### config.mk
export PLATFORM = sky130hd
export DESIGN_NAME = llsc_link
export DESIGN_NICKNAME = d
export VERILOG_FILES = /design/src/rtl/llsc_link.sv
export SDC_FILE = /design/constraint.sdc
export NUM_CORES = 1
export LEC_CHECK = 0
export ABC_AREA = 0
export CORE_MARGIN = 3
export CORE_UTILIZATION = 44
export DETAILED_ROUTE_END_ITERATION = 8
export GPL_TIMING_DRIVEN = 0
export PLACE_DENSITY_LB_ADDON = 0.15
export SLEW_MARGIN = 30
export SYNTH_ARGS = -nofsm -noshare
export SYNTH_HDL_FRONTEND = slang
export SYNTH_SLANG_ARGS = --single-unit
### constraint.sdc
create_clock -name clk -period 2.3 [get_ports clk]
set_input_delay 0.575 -clock clk [delete_from_list [all_inputs] [get_ports clk]]
set_output_delay 0.575 -clock clk [all_outputs]
set_load 0.01 [all_outputs]
### src/rtl/llsc_link.sv
module llsc_link #(
  parameter int AW = 32,
  parameter int DW = 32,
  parameter int KW = 32
) (
  input  logic          clk,
  input  logic          rst_n,
  input  logic          req_valid,
  output logic          req_ready,
  input  logic          req_sc,
  input  logic [AW-1:0] req_addr,
  input  logic [DW-1:0] req_wdata,
  output logic          rsp_valid,
  output logic [DW-1:0] rsp_data,
  output logic          mcmd_valid,
  input  logic          mcmd_ready,
  output logic          mcmd_sc,
  output logic [AW-1:0] mcmd_addr,
  output logic [KW-1:0] mcmd_key,
  output logic [DW-1:0] mcmd_wdata,
  input  logic          mresp_valid,
  input  logic [DW-1:0] mresp_data,
  input  logic [KW-1:0] mresp_key
);

  typedef enum logic [1:0] {ST_IDLE, ST_CMD, ST_WAIT} st_t;

  st_t           st;
  logic          op_sc;
  logic [AW-1:0] addr_q;
  logic [DW-1:0] wdata_q;
  logic          link_v;
  logic [AW-1:0] link_addr;
  logic [KW-1:0] link_key;

  wire take      = req_valid && req_ready;
  wire link_hit  = link_v && (req_addr == link_addr);
  wire local_nak = take && req_sc && !link_hit;
  wire got_rsp   = (st == ST_WAIT) && mresp_valid;

  assign req_ready  = (st == ST_IDLE);
  assign mcmd_valid = (st == ST_CMD);
  assign mcmd_sc    = op_sc;
  assign mcmd_addr  = addr_q;
  assign mcmd_key   = link_key;
  assign mcmd_wdata = wdata_q;

  always_ff @(posedge clk) begin
    if (!rst_n) begin
      st        <= ST_IDLE;
      op_sc     <= 1'b0;
      addr_q    <= '0;
      wdata_q   <= '0;
      link_v    <= 1'b0;
      link_addr <= '0;
      link_key  <= '0;
      rsp_valid <= 1'b0;
      rsp_data  <= '0;
    end else begin
      rsp_valid <= 1'b0;
      case (st)
        ST_IDLE: begin
          if (local_nak) begin
            link_v    <= 1'b0;
            rsp_valid <= 1'b1;
            rsp_data  <= '0;
          end else if (take) begin
            op_sc   <= req_sc;
            addr_q  <= req_addr;
            wdata_q <= req_wdata;
            st      <= ST_CMD;
          end
        end
        ST_CMD: if (mcmd_ready) st <= ST_WAIT;
        ST_WAIT: begin
          if (got_rsp) begin
            rsp_valid <= 1'b1;
            st        <= ST_IDLE;
            if (op_sc) begin
              link_v   <= 1'b0;
              rsp_data <= {{(DW-1){1'b0}}, (mresp_data == '0)};
            end else begin
              link_v    <= 1'b1;
              link_addr <= addr_q;
              link_key  <= mresp_key;
              rsp_data  <= mresp_data;
            end
          end
        end
        default: st <= ST_IDLE;
      endcase
    end
  end

endmodule

==> impl_metrics.tcl <==
set metrics [dict create \
    finalSetupViolCount 0 \
    cts.clk_slew.worst_paths_ns 0.06 \
    outcome "finished, final reports clean" \
    r2r-end "mcmd_addr[6]$_SDFFE_PN0P_" \
    endpoint_kind "output port" \
    clockBufferDepth 2 \
    synthXorXnorAreaFrac_pct 4.13 \
    slew_headroom_pct 59.4 \
    hold_viol 0 \
    fmax_ghz 0.454 \
    worstMarginPinSlew_ns 0.609 \
    drive_above_1_share_pct 7.81 \
    reg2reg_slack_ns 0.18 \
    wl_per_cell_um 16.4 \
    irDropWorstVdd_mv 0.521 \
    synth_mux_area_share_pct 14.1 \
    synth_top_family_by_area "simple AND/OR/NAND/NOR gates" \
    place_hpwl_um 15100 \
    io_pins 266 \
    mostFrequentLayoutCells "325 x nand2_1, 234 x clkdlybuf4s50_1, 164 x dfxtp_1" \
    slew_viol_final 0 \
    drt_pre_antenna_iters 4 \
    avgSynthCellArea_sq_um 8.73 \
    reg2reg_from "link_addr[14]$_SDFFE_PN0P_" \
    crit_required_ns 1.73 \
    powerDensity_mw_per_mm2 645 \
    maxCapViolations 0 \
    ant_nets 0 \
    syn_nets 912 \
    critPathKind "reg -> out" \
    yosys.area_share.simple_pct 21.0 \
    min_from "req_addr[17]" \
    syn_to_final_growth_pct 59.3 \
    fin_total_pwr_w 0.00698 \
    place_ws_ns -0.827 \
    vias_per_cell 4.92 \
    synth-seq-cells 165 \
    ys.warnings.count 0 \
    cts_tree "built" \
    min_path_cells 3 \
    routed_wl_um 20900 \
    grt_max_degree 17 \
    hp-class "in -> reg" \
    die_area_sq_mm 0.0170 \
    final_common_cell "nand2_1" \
    core_sq_mm 0.0148 \
    grt_use_total_pct 23.7 \
    r2r_cells 9 \
    synth_compound_area_share_pct 8.14 \
    gp_congestion 0.804 \
    antenna_found_initial 1 \
    die_y_um 130 \
    fin_worst_skew_ns 0.0125 \
    ys_types 30 \
    cts_root_buffer "clkbuf_16" \
    drtIter0Drc 265 \
    cts_max_level 4 \
    io_buffer_count 264 \
    vias 6266 \
    grt_overflow 0 \
    min_period_ns 2.20 \
    die-width_um 130 \
    initial_core_util_pct 45.9 \
    yosysSeqAreaShare_pct 48.6 \
    grt_pass1_vias 6049 \
    crit_arrival_ns 1.63 \
    dp_cells 1226 \
    clkLatencyLatePin_ns 0.42 \
    syn_inst 778 \
    grt_pass1_wl_um 31200 \
    final_core_util_pct 73.0 \
    rows 44 \
    drc 0 \
    hold_path_end "mcmd_addr[17]$_SDFFE_PN0P_" \
    whs_ns 0.430 \
    synthAdderAreaFrac_pct 0 \
    cts_buffers 17 \
    syn_area_sq_mm 0.00679 \
    final_cells 1273 \
    worst_slack_ns 0.0980 \
    timing.final.crit_share_pct 95.7 \
    cts_sinks 165 \
    p_leak_nw 4.20 \
    nNetsFinal 1209 \
    rsz0062_at_grt "no" \
    cp_max_fo 5 \
    startpoint_type "flop" \
]
## kinds of logic (layout without fill, tap and decap cells)
| kind of cell | count (synthesis) | after routing |
|---|---|---|
| compound gates | 71 | 71 |
| xor+xnor | 32 | 32 |
| buf+inv | 54 | 364 |
| flops | 165 | 165 |
| mux | 96 | 96 |
| other cells | 0 | 1 |
| simple gates | 360 | 360 |
## sequential cells by signal (all words and copies together), names as in the netlist
name        count
link_addr      32
mcmd_addr      32
mcmd_key       32
mcmd_wdata     32
rsp_data       32
st              2
link_v          1
mcmd_sc         1
rsp_valid       1
## metal layers
| layer | global-route usage [%] | wire length (um) | vias up |
|---|---|---|---|
| met4 | 7.33 | 390 | 0 |
| li1 | - | - | 3132 |
| met3 | 9.91 | 1870 | 29 |
| met2 | 40.1 | 10400 | 197 |
| met5 | 0 | 0 | - |
| met1 | 27.2 | 8210 | 2908 |
## cell usage after synthesis (all sizes together)
master / number / area share (%)
xor2: 8 / 1.0
o31ai: 1 / 0.11
mux2i: 96 / 14
nor2: 4 / 0.22
nand2b: 1 / 0.092
o221a: 1 / 0.17
a21boi: 64 / 7.1
and2: 3 / 0.28
dfxtp: 165 / 49
nand4: 7 / 0.64
xnor2: 24 / 3.1
clkbuf: 41 / 2.3
buf: 12 / 1.6
o21a: 1 / 0.11
nor4b: 1 / 0.13
inv: 1 / 0.055
o21ai: 1 / 0.074
nor3: 2 / 0.15
nand3: 3 / 0.22
nand2: 325 / 18
nor3b: 1 / 0.11
a31o: 1 / 0.13
a32oi: 1 / 0.41
nor2b: 3 / 0.28
nor4: 9 / 0.83
a21oi: 1 / 0.074
and3: 1 / 0.092
## worst max-delay path by stage
stage / to / from
finish: mcmd_valid / st[0]$_SDFFE_PN0P_
global route: mcmd_valid / st[0]$_SDFFE_PN0P_
detailed placement: mcmd_addr[19]$_SDFFE_PN0P_ / req_addr[23]
CTS: mcmd_addr[23]$_SDFFE_PN0P_ / req_addr[18]
global placement: mcmd_addr[25]$_SDFFE_PN0P_ / req_addr[7]
floorplan: rsp_data[0]$_SDFFE_PN0P_ / req_addr[7]
## power by group
group / switching [W] / internal (W)
Sequential: 0.0000479 / 0.00293
Combinational: 0.000366 / 0.000523
Clock: 0.00115 / 0.00196
Total: 0.00156 / 0.00541
## layout make-up
type / instances / area (sq um)
repair buffers: 279 / 2920
inverters: 1 / 3.75
flip-flops and latches: 165 / 3300
diodes: 1 / 2.50
clock inverters: 12 / 203
multi-input cells: 559 / 3360
plain buffers: 52 / 342
well taps: 184 / 230
clock buffers: 20 / 447
fillers: 1139 / 3990
## stage by stage
| step | TNS [ns] | cell area [sq um] |
|---|---|---|
| after global placement | -83.87 | 9660 |
| after floorplan | 0 | 6790 |
| after global routing | 0 | 10800 |
| after CTS | -0.0239 | 10500 |
| final | 0 | 10800 |
| after detailed placement | -88.06 | 9660 |
## timing repair
| item | CTS | global route |
|---|---|---|
| hold buffers | 0 | 0 |
| pin swaps | 4 | 18 |
| setup buffers | 8 | 0 |
| endpoints found under the setup margin | 99 | 152 |
| resized for setup | 26 | 59 |
| gates cloned | 0 | 7 |
## worst max-delay path: stages (launching register included)
cell and delay [ns]:
dfxtp_1 0.39, nor2b_2 0.21, clkdlybuf4s50_1 0.61
No activity file was read; power rests on OpenSTA's default activity.
